[config.mk]
export PLATFORM = sky130hd
export DESIGN_NAME = nand_seq
export DESIGN_NICKNAME = d
export VERILOG_FILES = /design/src/rtl/nand_seq.sv
export SDC_FILE = /design/constraint.sdc
export NUM_CORES = 1
export LEC_CHECK = 0
export BUFFER_PORTS_ARGS = -buffer_cell sky130_fd_sc_hd__buf_2
export CAP_MARGIN = 20
export CORE_UTILIZATION = 50
export CTS_CLUSTER_SIZE = 8
export DETAILED_ROUTE_END_ITERATION = 8
export GPL_TIMING_DRIVEN = 0
export PLACE_DENSITY = 0.76
export SLEW_MARGIN = 10
export SYNTH_ARGS = -nofsm -noshare
export SYNTH_HDL_FRONTEND = slang
export SYNTH_SLANG_ARGS = --single-unit
[constraint.sdc]
create_clock -name clk -period 3.8 [get_ports clk]
set_clock_uncertainty 0.1 [all_clocks]
set_input_delay 0.76 -clock clk [delete_from_list [all_inputs] [get_ports clk]]
set_output_delay 0.76 -clock clk [all_outputs]
set_load 0.03 [all_outputs]
[src/rtl/nand_seq.sv]
module nand_seq #(
  parameter int NADDR_MAX = 4,
  parameter int CNT_W     = 10,
  parameter int TW        = 8,
  parameter int T_SETUP   = 2,
  parameter int T_WP      = 3,
  parameter int T_HOLD    = 1,
  parameter int T_RP      = 3,
  parameter int T_REH     = 2,
  parameter int T_RR      = 4,
  parameter int T_CEH_RD  = 5,
  parameter int T_CEH_WR  = 3,
  localparam int AW = $clog2(NADDR_MAX + 1)
) (
  input  logic                   clk,
  input  logic                   rst_n,
  input  logic                   req_valid,
  output logic                   req_ready,
  input  logic [7:0]             req_cmd,
  input  logic [AW-1:0]          req_naddr,
  input  logic [16*NADDR_MAX-1:0] req_addr,
  input  logic                   req_read,
  input  logic [CNT_W-1:0]       req_count,
  input  logic                   wr_valid,
  output logic                   wr_ready,
  input  logic [15:0]            wr_data,
  output logic                   rd_valid,
  output logic [15:0]            rd_data,
  output logic                   done,
  output logic                   f_cle,
  output logic                   f_ale,
  output logic                   f_ce_n,
  output logic                   f_we_n,
  output logic                   f_re_n,
  output logic [15:0]            f_dq_out,
  output logic                   f_dq_oe,
  input  logic [15:0]            f_dq_in,
  input  logic                   f_rb
);

  typedef enum logic [3:0] {
    S_IDLE, S_SETUP, S_WLOW, S_WHOLD, S_FETCH,
    S_WAITRB, S_RRDY, S_RLOW, S_RHIGH, S_CEH
  } st_t;

  localparam logic [1:0] K_CMD = 2'd0, K_ADDR = 2'd1, K_DATA = 2'd2;

  st_t                   st;
  logic [TW-1:0]         cnt;
  logic [1:0]            kind;
  logic [AW-1:0]         aidx, nad;
  logic [16*NADDR_MAX-1:0] addr_q;
  logic [CNT_W-1:0]      left;
  logic                  is_rd;
  logic [15:0]           dq_r;
  logic [AW-1:0]         nxt_idx;
  logic                  more_addr;
  logic                  wcyc;

  assign nxt_idx   = (kind == K_CMD) ? '0 : aidx + 1'b1;
  assign more_addr = (kind != K_DATA) && (nxt_idx < nad);
  assign wcyc      = (st == S_SETUP) || (st == S_WLOW) || (st == S_WHOLD);

  assign f_cle     = wcyc && (kind == K_CMD);
  assign f_ale     = wcyc && (kind == K_ADDR);
  assign f_dq_oe   = wcyc;
  assign f_dq_out  = dq_r;
  assign f_we_n    = (st != S_WLOW);
  assign f_re_n    = (st != S_RLOW);
  assign f_ce_n    = (st == S_IDLE);
  assign req_ready = (st == S_IDLE);
  assign wr_ready  = (st == S_FETCH);
  assign done      = (st == S_CEH) && (cnt == '0);

  always_ff @(posedge clk or negedge rst_n) begin
    if (!rst_n) begin
      st <= S_IDLE; cnt <= '0; kind <= K_CMD; aidx <= '0; nad <= '0;
      addr_q <= '0; left <= '0; is_rd <= 1'b0; dq_r <= '0;
      rd_valid <= 1'b0; rd_data <= '0;
    end else begin
      rd_valid <= 1'b0;
      case (st)
        S_IDLE: if (req_valid) begin
          is_rd <= req_read; nad <= req_naddr; addr_q <= req_addr;
          left <= req_count; dq_r <= {8'h00, req_cmd}; kind <= K_CMD;
          aidx <= '0; st <= S_SETUP; cnt <= TW'(T_SETUP - 1);
        end
        S_SETUP: if (cnt == '0) begin st <= S_WLOW; cnt <= TW'(T_WP - 1); end
                 else cnt <= cnt - 1'b1;
        S_WLOW:  if (cnt == '0) begin st <= S_WHOLD; cnt <= TW'(T_HOLD - 1); end
                 else cnt <= cnt - 1'b1;
        S_WHOLD: if (cnt != '0) cnt <= cnt - 1'b1;
          else if (more_addr) begin
            aidx <= nxt_idx; kind <= K_ADDR;
            dq_r <= 16'(addr_q >> {nxt_idx, 4'b0000});
            st <= S_SETUP; cnt <= TW'(T_SETUP - 1);
          end else if (kind == K_DATA) begin
            left <= left - 1'b1;
            if (left == CNT_W'(1)) begin st <= S_CEH; cnt <= TW'(T_CEH_WR - 1); end
            else st <= S_FETCH;
          end else if (left == '0) begin
            st <= S_CEH; cnt <= TW'(T_CEH_WR - 1);
          end else if (is_rd) st <= S_WAITRB;
          else begin kind <= K_DATA; st <= S_FETCH; end
        S_FETCH: if (wr_valid) begin
          dq_r <= wr_data; st <= S_SETUP; cnt <= TW'(T_SETUP - 1);
        end
        S_WAITRB: if (f_rb) begin st <= S_RRDY; cnt <= TW'(T_RR - 1); end
        S_RRDY: if (!f_rb) st <= S_WAITRB;
          else if (cnt == '0) begin st <= S_RLOW; cnt <= TW'(T_RP - 1); end
          else cnt <= cnt - 1'b1;
        S_RLOW: if (cnt != '0) cnt <= cnt - 1'b1;
          else begin
            rd_data <= f_dq_in; rd_valid <= 1'b1; left <= left - 1'b1;
            if (left == CNT_W'(1)) begin st <= S_CEH; cnt <= TW'(T_CEH_RD - 1); end
            else begin st <= S_RHIGH; cnt <= TW'(T_REH - 1); end
          end
        S_RHIGH: if (cnt == '0) begin st <= S_RLOW; cnt <= TW'(T_RP - 1); end
                 else cnt <= cnt - 1'b1;
        S_CEH:   if (cnt == '0) st <= S_IDLE;
                 else cnt <= cnt - 1'b1;
        default: st <= S_IDLE;
      endcase
    end
  end

  AST_STROBE_EXCL: assert property (@(posedge clk) disable iff (!rst_n) !(!f_we_n && !f_re_n));
  AST_LATCH_EXCL: assert property (@(posedge clk) disable iff (!rst_n) !(f_cle && f_ale));
  AST_LINES_HELD: assert property (@(posedge clk) disable iff (!rst_n)
    !f_we_n |=> ($stable(f_cle) && $stable(f_ale) && $stable(f_dq_out)));
  AST_RE_AFTER_READY: assert property (@(posedge clk) disable iff (!rst_n)
    $fell(f_re_n) |-> $past(f_rb));
  AST_CE_COVERS_STROBE: assert property (@(posedge clk) disable iff (!rst_n)
    (!f_we_n || !f_re_n) |-> !f_ce_n);
  AST_DONE_PULSE: assert property (@(posedge clk) disable iff (!rst_n)
    done |=> (!done && f_ce_n));
  AST_READY_IDLE: assert property (@(posedge clk) disable iff (!rst_n)
    req_ready |-> f_ce_n);

endmodule

### Word-level counts from Yosys, hierarchy flattened

Index checks and enable logic that the tools add are counted.
W data, S select, Z words.

| word-level totals | value |
|---|---|
| register bits | 128 |
| input bits | 123 |
| output and inout port bits | 42 |
| word-level logic and storage cells | 131 |

| cells by class | value |
|---|---|
| add/subtract/negate cells | 3 |
| $lt $le $gt $ge | 1 |
| eq/ne operators | 33 |
| shift-type cells | 1 |
| multiplexer cells | 57 |
| bitwise operators | 1 |
| reduce and logical (&&, ||, !) cells | 24 |

Operators with widths:

| cell | number |
|---|---|
| $mux W8 | 13 |
| $pmux W8 S9 | 1 |
| $mux W16 | 4 |
| $shr A64 B7 Y16 | 1 |
| $mux W4 | 14 |
| $mux W10 | 5 |
| $pmux W16 S3 | 1 |
| $pmux W4 S10 | 1 |
| $pmux W10 S3 | 1 |
| $ne A2 B2 Y1 const B | 10 |
| $eq A4 B3 Y1 const B | 4 |
| $reduce_and A8 Y1 | 2 |
| $mux W3 | 5 |
| $mux W2 | 6 |
| $reduce_and A6 Y1 | 2 |
| $eq A10 B1 Y1 const B | 1 |
| $logic_not A10 Y1 | 1 |
| $sub A10 B1 Y10 const B | 1 |
| $ne A3 B3 Y1 const B | 3 |
| $reduce_bool A9 Y1 | 1 |
| $eq A4 B2 Y1 const B | 2 |
| $eq A4 B4 Y1 const B | 2 |
| $logic_not A8 Y1 | 1 |
| $ne A2 B1 Y1 const B | 4 |
| other kinds (25) | 34 |

### Longest topological paths before layout

Gate-level depths: netlist of the first run.

| depth | value |
|---|---|
| depth after elaboration | 7 |
| mapped depth | 12 |
| mapped depth without buffers | 10 |

### Worst setup path before layout of the first run

No wires, ideal clock.

| timing | value |
|---|---|
| kind | reg-to-output |
| start point | reg st[1] |
| end point | out req_ready |
| data arrival time | 1.979 ns |
| required time | 2.940 ns |
| slack | 0.961 ns |
| stages on the path, launching flop included | 4 |
| buffers on the path | 2 |
| cells stage by stage | dfrtp_1 -> buf_2 -> nor4_1 -> buf_4 |

| on the way | value |
|---|---|
| longest elaborated chain between the ends | 1 |

RTL lines:

| what | line | text |
|---|---|---|
| start: declaration | 48 | `st_t st;` |
| start signal: assignment | 77 | `st <= S_IDLE; cnt <= '0; kind <= K_CMD; aidx <= '0; nad <= '0;` |
| start signal: assignment | 86 | `aidx <= '0; st <= S_SETUP; cnt <= TW'(T_SETUP - 1);` |
| start signal: assignment | 88 | `S_SETUP: if (cnt == '0) begin st <= S_WLOW; cnt <= TW'(T_WP - 1); end` |
| $logic_not A4 Y1 | - |  |
| end: declaration | 18 | `output logic req_ready,` |

Every way passes these cells.

### Final worst setup path of the first run

| timing | value |
|---|---|
| start point | reg cnt[0] |
| end point | out done |

| on the way | value |
|---|---|
| longest elaborated chain between the ends | 2 |

RTL lines:

| what | line | text |
|---|---|---|
| start: declaration | 49 | `logic [TW-1:0] cnt;` |
| start signal: assignment | 89 | `else cnt <= cnt - 1'b1;` |
| start signal: assignment | 91 | `else cnt <= cnt - 1'b1;` |
| start signal: assignment | 92 | `S_WHOLD: if (cnt != '0) cnt <= cnt - 1'b1;` |
| $logic_not A8 Y1 | 73 | `assign done = (st == S_CEH) && (cnt == '0);` |
| $logic_and A1 B1 Y1 | 73 |  |
| end: declaration | 29 | `output logic done,` |

Every way passes these cells.

==> results.yml, run 1 <==
yosys:
  synthArstFlopShare_pct: 100
  synth-seq-cells: 128
  synth_fp_nets: 861
  yosys.area.top_type_share_pct: 48.9
  ys_seq_area_share_pct: 48.9
  synth_most_common_cell: "nand2_1"
  netlist_area_um2: 6550
  post_synth_num_cell_types: 63
  yosys_most_used_dff: "dfrtp_1"
  synthCells: 731
  ys_top_cells_by_area: "dfrtp_1, nand2_1, o21ai_0"
  synth_top_cell_by_area: "dfrtp_1"
  yosys_warnings: 0
  yosys-top-cells-count: "nand2_1, dfrtp_1, o21ai_0"
  syn_area_per_cell_um2: 8.96
  synth_edf_count: 0
sta:
  fmax_mhz: 298
  finalSetupTns_ns: 0
  fin_crit_sh_pct: 88.2
  hold_viol: 0
  timing.slew.headroom_pct: 55.8
  slew_violations: 0
  rsz0062_at_grt: "no"
  worst_pin_slew_ns: 0.662
  period_needed_ns: 3.35
  setup_viol: 0
grt:
  grt_pass1_vias: 5641
  grt.overflow.total: 0
  antenna_found_initial: 1
  grt_pass1_wl_um: 28000
  grt_usage_pct: 27.5
  grt_start_max_net_pins: 86
worst_setup_path:
  reg2reg_depth: 11
  r2r-start: "aidx[0]"
  rrSetupSlack_ns: 0.47
  critPathMaxFanout: 5
  end_kind: "output port"
  crit_required_ns: 2.94
  path_class: "reg -> out"
  crit_path_start_kind: "register"
  r2r_end: "f_dq_out[7]"
  worstPathArrival_ns: 2.49
floorplanning:
  die-area_um2: 13600
  die_y_um: 116
  io_pins: 165
  start_util_pct: 51.5
  die_w_um: 116
  core.rowCount: 41
  core-area_um2: 12700
pwr:
  leakage_nw: 4.11
  power_mw: 7.88
  power_density_nw_per_um2: 951
  ir_worst_vdd_mv: 0.487
route:
  vias: 6152
  drt_iter0_markers: 493
  first_pass_iters: 5
  wl_per_cell_um: 16.0
  drtAntennaViolNets: 0
  remaining_drc_errors: 0
  drt_wl_total_um: 17600
  viasPerCell: 5.59
placed_design:
  placed_cell_area_um2: 7620
  place_congestion: 0.922
  port_buffers: 164
  hpwl_um: 12700
cells_and_area:
  drive_gt1_share_pct: 27.6
  design_area_um2: 8290
  synthToLayoutAreaGrowth_pct: 26.4
  nNetsFinal: 1045
clock_tree:
  cts_inserted_buffers: 17
  cts_resized: 0
  clk_path_buf_depth: 2
  clock_latency_ns: 0.42
  cts.sinks: 128
  clk_pin_slew_ns: 0.06
  cts_htree_levels: 4
  holdBufCountCts: 0
  cts_setup_buffers: 0
  root_buffer: "clkbuf_16"
  cts_tree: "done"
min_path:
  worstHoldPathType: "in -> async"
outcome:
  status: "complete, no violations"
run:
  drv_cap: 0
==> layout make-up <==
class / instances / area, um2
Antenna cell: 1 / 2.50
Buffer: 47 / 231
Clock buffer: 19 / 453
Clock inverter: 13 / 208
Fill cell: 1124 / 4440
Inverter: 17 / 63.8
Multi-Input combinational cell: 539 / 3050
Sequential cell: 128 / 3200
Tap cell: 172 / 215
Timing Repair Buffer: 165 / 855
==> how the worst max path moves through the flow <==
stage / startpoint / to / slack (ns) / cells after the start
final: cnt[0] / done / 0.45 / 5
after global routing: aidx[0] / f_dq_out[11] / 0.22 / 12
after CTS: cnt[0] / done / 0.49 / 5
after detailed placement: aidx[0] / f_dq_out[9] / 0.56 / 11
after global placement: rst_n / addr_q[8] / 0.13 / 1
after floorplan: st[1] / req_ready / 0.96 / 3
==> worst max-delay path: stages (launching register included) <==
cell     delay [ns]
dfrtp_1        0.41
inv_1          0.10
ha_1           0.22
or3b_2         0.57
nor3_1         0.49
buf_2          0.29
==> per-layer routing <==
metal	part of all wire, %	routed length (um)	up-vias	GRT usage (%)
li1	-	-	2927	-
met1	44	7690	2910	37.2
met2	45	7900	274	40.8
met3	8.9	1560	41	8.41
met4	2.6	465	0	12.1
met5	0	0	-	0
==> cell usage in the layout (no fill, tap or decap), types with 3 or more instances in the layout <==
| cell type | n |
|---|---|
| a21o_1 | 6 |
| a21oi_1 | 31 |
| a21oi_2 | 10 |
| a222oi_1 | 8 |
| a22oi_1 | 12 |
| a31oi_1 | 5 |
| buf_1 | 8 |
| buf_2 | 174 |
| buf_4 | 3 |
| buf_6 | 5 |
| bufinv_16 | 5 |
| clkbuf_1 | 21 |
| clkbuf_16 | 17 |
| clkinv_2 | 3 |
| dfrtp_1 | 128 |
| ha_1 | 7 |
| inv_1 | 17 |
| mux2_2 | 14 |
| mux2i_1 | 19 |
| nand2_1 | 217 |
| nand2b_1 | 4 |
| nand3_1 | 10 |
| nor2_1 | 45 |
| nor2b_1 | 3 |
| nor3_1 | 14 |
| nor3b_1 | 4 |
| nor4_1 | 7 |
| o21ai_0 | 48 |
| o21ai_1 | 7 |
| o221ai_1 | 17 |
| o31ai_1 | 3 |
==> cells by family (layout without fill, tap and decap cells) <==
logic type,after synthesis,after routing,share of synthesized area [%]
and+or+nand+nor,325,325,21.6
AOI/OAI and AO/OA,171,171,17.9
DFF,128,128,48.9
buffers and inverters,64,261,4.51
muxes,35,35,5.65
adders and majority gates,7,7,1.34
xor gates and xnor gates,1,1,0.134
other,0,1,0
==> where the power goes <==
group	switching, mW	leakage [nW]	internal (mW)	total [mW]
clock	0.609	0.324	1.20	1.81
sequential	0.403	1.57	2.00	2.40
combinational	2.38	2.21	1.28	3.67
total	3.40	4.11	4.48	7.88
==> registers in the layout, indices dropped and copies added, names as in the netlist <==
name      cells
kind          2
aidx          3
f_dq_out     16
rd_valid      1
addr_q       64
left         10
rd_data      16
st            4
cnt           8
is_rd         1
nad           3
==> per-stage QoR <==
| step | std cells | setup WS [ns] | hold WS, ns | util, % |
|---|---|---|---|---|
| 6_report | 1101 | 0.448 | 0.156 | 65.1 |
| 5_1_grt | 1101 | 0.219 | 0.178 | 65.1 |
| 4_1_cts | 1100 | 0.487 | 0.166 | 65.1 |
| 3_5_place_dp | 1068 | 0.561 | 0.361 | 59.9 |
| 3_3_place_gp | 1067 | 0.128 | 0.356 | 59.6 |
| 2_1_floorplan | 731 | 0.961 | 0.345 | - |
Note: power is estimated with default switching activity, not from simulation.
==> run 2, diff against run 1 <==
--- a/config.mk
+++ b/config.mk
@@ -5,12 +5,13 @@
 export SDC_FILE = /design/constraint.sdc
 export NUM_CORES = 1
 export LEC_CHECK = 0
-export BUFFER_PORTS_ARGS = -buffer_cell sky130_fd_sc_hd__buf_2
+export BUFFER_PORTS_ARGS = -buffer_cell sky130_fd_sc_hd__buf_4
 export CAP_MARGIN = 20
+export CORE_MARGIN = 2
 export CORE_UTILIZATION = 50
 export CTS_CLUSTER_SIZE = 8
 export DETAILED_ROUTE_END_ITERATION = 8
-export GPL_TIMING_DRIVEN = 0
+export GPL_TIMING_DRIVEN = 1
 export PLACE_DENSITY = 0.76
 export SLEW_MARGIN = 10
 export SYNTH_ARGS = -nofsm -noshare
==> run 2 against run 1 <==
Net effect:
- critical endpoint unchanged
- sequential power is 4% higher
- combinational power is 2% lower
- die area is 3.5% higher
- non-clock buffer count is 38 lower
- fmax is 4.3% higher
- critical path depth stayed put
- clock power is 9% lower
- utilization is 1.4 points higher
- cell area is 2.2% higher
- first-iteration DRC count is 0.20% higher
- via count is 2.5% lower
==> results.yml, run 2 (synthesis gave the netlist of run 1 again) <==
outcome:
  status: "complete, no violations"
worst_setup_path:
  critPathMaxFanout: 5
  reg2reg_depth: 9
  crit_required_ns: 2.94
  worstPathArrival_ns: 2.35
  crit_path_start_kind: "register"
  r2r_end: "cnt[2]"
  r2r-start: "aidx[0]"
  rrSetupSlack_ns: 0.93
  end_kind: "output port"
  path_class: "reg -> out"
sta:
  slew_violations: 0
  timing.slew.headroom_pct: 48.4
  worst_pin_slew_ns: 0.774
  rsz0062_at_grt: "no"
  period_needed_ns: 3.21
  finalSetupTns_ns: 0
  fmax_mhz: 311
  holdWs_ns: 0.233
  fin_crit_sh_pct: 84.5
  hold_viol: 0
  setup_viol: 0
cells_and_area:
  antenna_cells: 0
  nNetsFinal: 1007
  drive_gt1_share_pct: 28.2
  largest-register: "addr_q"
  post-route-util_pct: 66.5
  synthToLayoutAreaGrowth_pct: 29.2
  final_cell_mix: "nand2_1, buf_4, dfrtp_1, o21ai_0, nor2_1"
  final_common_cell: "nand2_1"
  largest_register_ffs: 64
clock_tree:
  cts.sinks: 128
  clk_path_buf_depth: 2
  clk_pin_slew_ns: 0.05
  cts_setup_buffers: 0
  cts_inserted_buffers: 17
  root_buffer: "clkbuf_16"
  holdBufCountCts: 0
  clock_latency_ns: 0.43
  cts_htree_levels: 4
  cts_tree: "done"
  cts_resized: 0
route:
  remaining_drc_errors: 0
  drt_iter0_markers: 494
  viasPerCell: 5.65
  vias: 5998
  drt_wl_total_um: 17600
  wl_per_cell_um: 16.6
  first_pass_iters: 6
  drtAntennaViolNets: 0
grt:
  grt_pass1_wl_um: 28900
  grt_start_max_net_pins: 46
  grt_usage_pct: 25.9
  antenna_found_initial: 0
  grt.overflow.total: 0
  grt_pass1_vias: 5739
floorplanning:
  die_y_um: 118
  die-area_um2: 14000
  io_pins: 165
  die_w_um: 118
  core.rowCount: 41
  core-area_um2: 12700
  start_util_pct: 51.5
placed_design:
  place_congestion: 0.873
  hpwl_um: 12600
  port_buffers: 164
pwr:
  leakage_nw: 4.14
  power_density_nw_per_um2: 914
  ir_worst_vdd_mv: 0.599
  power_mw: 7.74
min_path:
  worstHoldPathType: "in -> async"
run:
  drv_cap: 0
-- run 2: per-stage QoR --
stage | cell area (um2) | setup slack [ns] | instances
floorplan | 6550 | 0.961 | 731
global placement | 7850 | 1.07 | 1029
detailed placement | 7850 | 0.975 | 1029
CTS | 8460 | 0.577 | 1061
global route | 8460 | 0.500 | 1062
finish | 8460 | 0.588 | 1062
-- run 2: where the power goes --
group          switching (mW)  internal [mW]  total (mW)
registers               0.498           2.00        2.50
logic                    2.24           1.35        3.59
clock network           0.607           1.05        1.65
total                    3.34           4.40        7.74
-- run 2: critical path: stages, from the launching register on --
cell	delay, ns
dfrtp_1	0.41
inv_1	0.08
ha_1	0.20
or3b_2	0.56
nor3_1	0.44
buf_4	0.25
-- run 2: layer usage --
metal  share of wire, %  track usage [%]  vias to the layer above
li1                   -                -                     2841
met1                 44             35.7                     2860
met4                2.1             8.93                        0
met3                7.2             6.56                       36
met2                 47             39.9                      261
met5                  0                0                        -
-- run 2: how the worst max path moves through the flow --
stage          slack, ns   endpoint    start  cells after the start
6_report            0.59       done   cnt[0]                      5
5_1_grt             0.50       done   cnt[0]                      5
4_1_cts             0.58       done   cnt[0]                      5
3_5_place_dp        0.98     cnt[2]  aidx[0]                      9
3_3_place_gp        1.07     cnt[2]  aidx[0]                      9
2_1_floorplan       0.96  req_ready    st[1]                      3
-- run 2: cell type report --
type	count	area (um2)
inverter	17	63.8
timing repair buffer	174	1310
multi-input combinational	539	3070
clock buffer	18	439
clock inverter	14	165
tap	172	215
fill	1041	4260
sequential	128	3200
==> run 3, diff against run 2 <==
--- a/config.mk
+++ b/config.mk
@@ -5,6 +5,7 @@
 export SDC_FILE = /design/constraint.sdc
 export NUM_CORES = 1
 export LEC_CHECK = 0
+export ABC_AREA = 1
 export BUFFER_PORTS_ARGS = -buffer_cell sky130_fd_sc_hd__buf_4
 export CAP_MARGIN = 20
 export CORE_MARGIN = 2
@@ -12,7 +13,7 @@
 export CTS_CLUSTER_SIZE = 8
 export DETAILED_ROUTE_END_ITERATION = 8
 export GPL_TIMING_DRIVEN = 1
-export PLACE_DENSITY = 0.76
+export PLACE_DENSITY = 0.75
 export SLEW_MARGIN = 10
 export SYNTH_ARGS = -nofsm -noshare
 export SYNTH_HDL_FRONTEND = slang
==> constraint.sdc (replaced) <==
create_clock -name clk -period 3.1 [get_ports clk]
set_clock_uncertainty 0.1 [all_clocks]
set_input_delay 0.62 -clock clk [delete_from_list [all_inputs] [get_ports clk]]
set_output_delay 0.62 -clock clk [all_outputs]
set_load 0.03 [all_outputs]
==> run 3 against run 2 <==
Net effect:
- via count up 3.5%
- utilization is 1.2 points lower
- worst setup slack got worse by 0.19 ns
- hold slack got worse by 0.086 ns
- first-iteration DRC count is 21% higher
- die area increased by 6.4%
- synthesized area is 6.6% higher
- global-route usage about the same
- power increased by 28%
==> results.yml, run 3 <==
outcome:
  status: "complete, no violations"
yosys:
  post_synth_num_cell_types: 37
  synth_edf_count: 0
  netlist_area_um2: 6990
  synthArstFlopShare_pct: 100
  synthCells: 839
  yosys_most_used_dff: "dfrtp_1"
  ys_seq_area_share_pct: 45.8
  yosys_warnings: 0
  syn_area_per_cell_um2: 8.33
  synth_fp_nets: 969
  ys_top_cells_by_area: "dfrtp_1, nand2_1, nor2_1"
  yosys-top-cells-count: "nand2_1, dfrtp_1, nor2_1"
  synth-seq-cells: 128
  synth_top_cell_by_area: "dfrtp_1"
  yosys.area.top_type_share_pct: 45.8
  synth_most_common_cell: "nand2_1"
run:
  drv_cap: 0
clock_tree:
  cts_resized: 0
  cts.sinks: 128
  cts_htree_levels: 4
  cts_inserted_buffers: 17
  cts_setup_buffers: 0
  root_buffer: "clkbuf_16"
  clk_path_buf_depth: 2
  clock_latency_ns: 0.42
  cts_tree: "done"
  clk_pin_slew_ns: 0.06
  holdBufCountCts: 0
sta:
  setup_viol: 0
  finalSetupTns_ns: 0
  slew_violations: 0
  setup_slack_ns: 0.396
  timing.slew.headroom_pct: 54.5
  rsz0062_at_grt: "no"
  fmax_mhz: 370
  worst_pin_slew_ns: 0.683
  period_needed_ns: 2.70
  hold_viol: 0
  fin_crit_sh_pct: 87.2
route:
  drt_wl_total_um: 18400
  wl_per_cell_um: 15.4
  first_pass_iters: 5
  remaining_drc_errors: 0
  vias: 6208
  viasPerCell: 5.19
  drt_iter0_markers: 600
  drtAntennaViolNets: 0
worst_setup_path:
  worstSetupStartpoint: "st[3]"
  r2r-start: "aidx[0]"
  crit_path_start_kind: "register"
  critPathMaxFanout: 7
  worstPathArrival_ns: 1.98
  path_class: "reg -> out"
  reg2reg_depth: 10
  crit_required_ns: 2.38
  end_kind: "output port"
floorplanning:
  core.rowCount: 43
  core-area_um2: 13800
  die_w_um: 122
  die-area_um2: 14900
  die_y_um: 122
  start_util_pct: 50.7
  io_pins: 165
pwr:
  switchingPower_mw: 4.27
  leakage_nw: 4.58
  power_switching_share_pct: 43.1
  p_seq_share_pct: 28.7
  p_clk_share_pct: 21.7
  p_int_mw: 5.64
  ir_worst_vdd_mv: 0.533
  combPwrFrac_pct: 49.7
  power_density_nw_per_um2: 1100
  power_mw: 9.91
cells_and_area:
  final_cell_mix: "nand2_1, buf_4, dfrtp_1, nor2_1, inv_1"
  design_area_um2: 8990
  largest_register_ffs: 64
  synthToLayoutAreaGrowth_pct: 28.7
  antenna_cells: 0
  post-route-util_pct: 65.3
  largest-register: "addr_q"
  nNetsFinal: 1132
  final_common_cell: "nand2_1"
  drive_gt1_share_pct: 29.4
placed_design:
  post-place-ws_ns: 0.555
  hpwl_um: 13600
  placed_cell_area_um2: 8360
  place_congestion: 0.899
  port_buffers: 164
grt:
  grt_start_max_net_pins: 52
  grt.overflow.total: 0
  grt_pass1_vias: 5978
  grt_pass1_wl_um: 29700
  antenna_found_initial: 0
  grt_usage_pct: 25.9
min_path:
  worstHoldPathType: "in -> async"
[run 3: power by group through the flow]
stage / combinational, mW / sequential, mW / clock (mW)
finish: 4.92 / 2.84 / 2.15
global route: 5.47 / 2.93 / 2.24
CTS: 4.93 / 2.84 / 2.17
detailed placement: 4.89 / 2.86 / 0
global placement: 4.79 / 2.83 / 0
floorplan: 3.45 / 2.98 / 0
[run 3: layer usage]
metal	vias up	part of all wire (%)	GRT usage, %	routed length (um)
met5	-	0	0	0
met4	0	2.9	10.1	533
met3	39	4.3	4.93	782
met2	177	50	43.3	9250
met1	2943	42	33.2	7810
li1	3049	-	-	-
[run 3: layout make-up]
cell class	count	area (um2)
fill	1179	4780
multi-input combinational	604	3300
sequential	128	3200
timing repair buffer	175	1340
clock buffer	21	460
inverter	76	288
tap	180	225
clock inverter	11	179
[run 3: worst paths after layout]
kind,slack [ns],to
max in group asynchronous,1.96,addr_q[57]
worst max register to register,0.54,f_dq_out[7]
min in group clk,0.29,rd_data[0]
worst max-delay path,0.40,f_ale
worst min-delay path,0.15,rd_data[0]
worst min register to register,0.38,rd_data[14]
[run 3: cell families after synthesis]
group           synth area share, %
flops                          45.8
fa+ha+maj                      1.25
simple gates                   26.6
compound gates                 10.5
xor+xnor                      0.752
buf+inv                        7.02
mux                            8.01
[run 3: critical path, cell delays in order, from the launching register on]
cell and delay, ns:
dfrtp_1 0.49, nor2_4 0.24, inv_2 0.09, nor2_1 0.26, inv_1 0.11, nor3_1 0.17
buf_4 0.20
[run 3: metrics by stage]
stage / hold slack [ns] / std cells
finish: 0.148 / 1195
global placement: 0.365 / 1163
CTS: 0.168 / 1195
global route: 0.187 / 1195
detailed placement: 0.366 / 1163
floorplan: 0.224 / 839
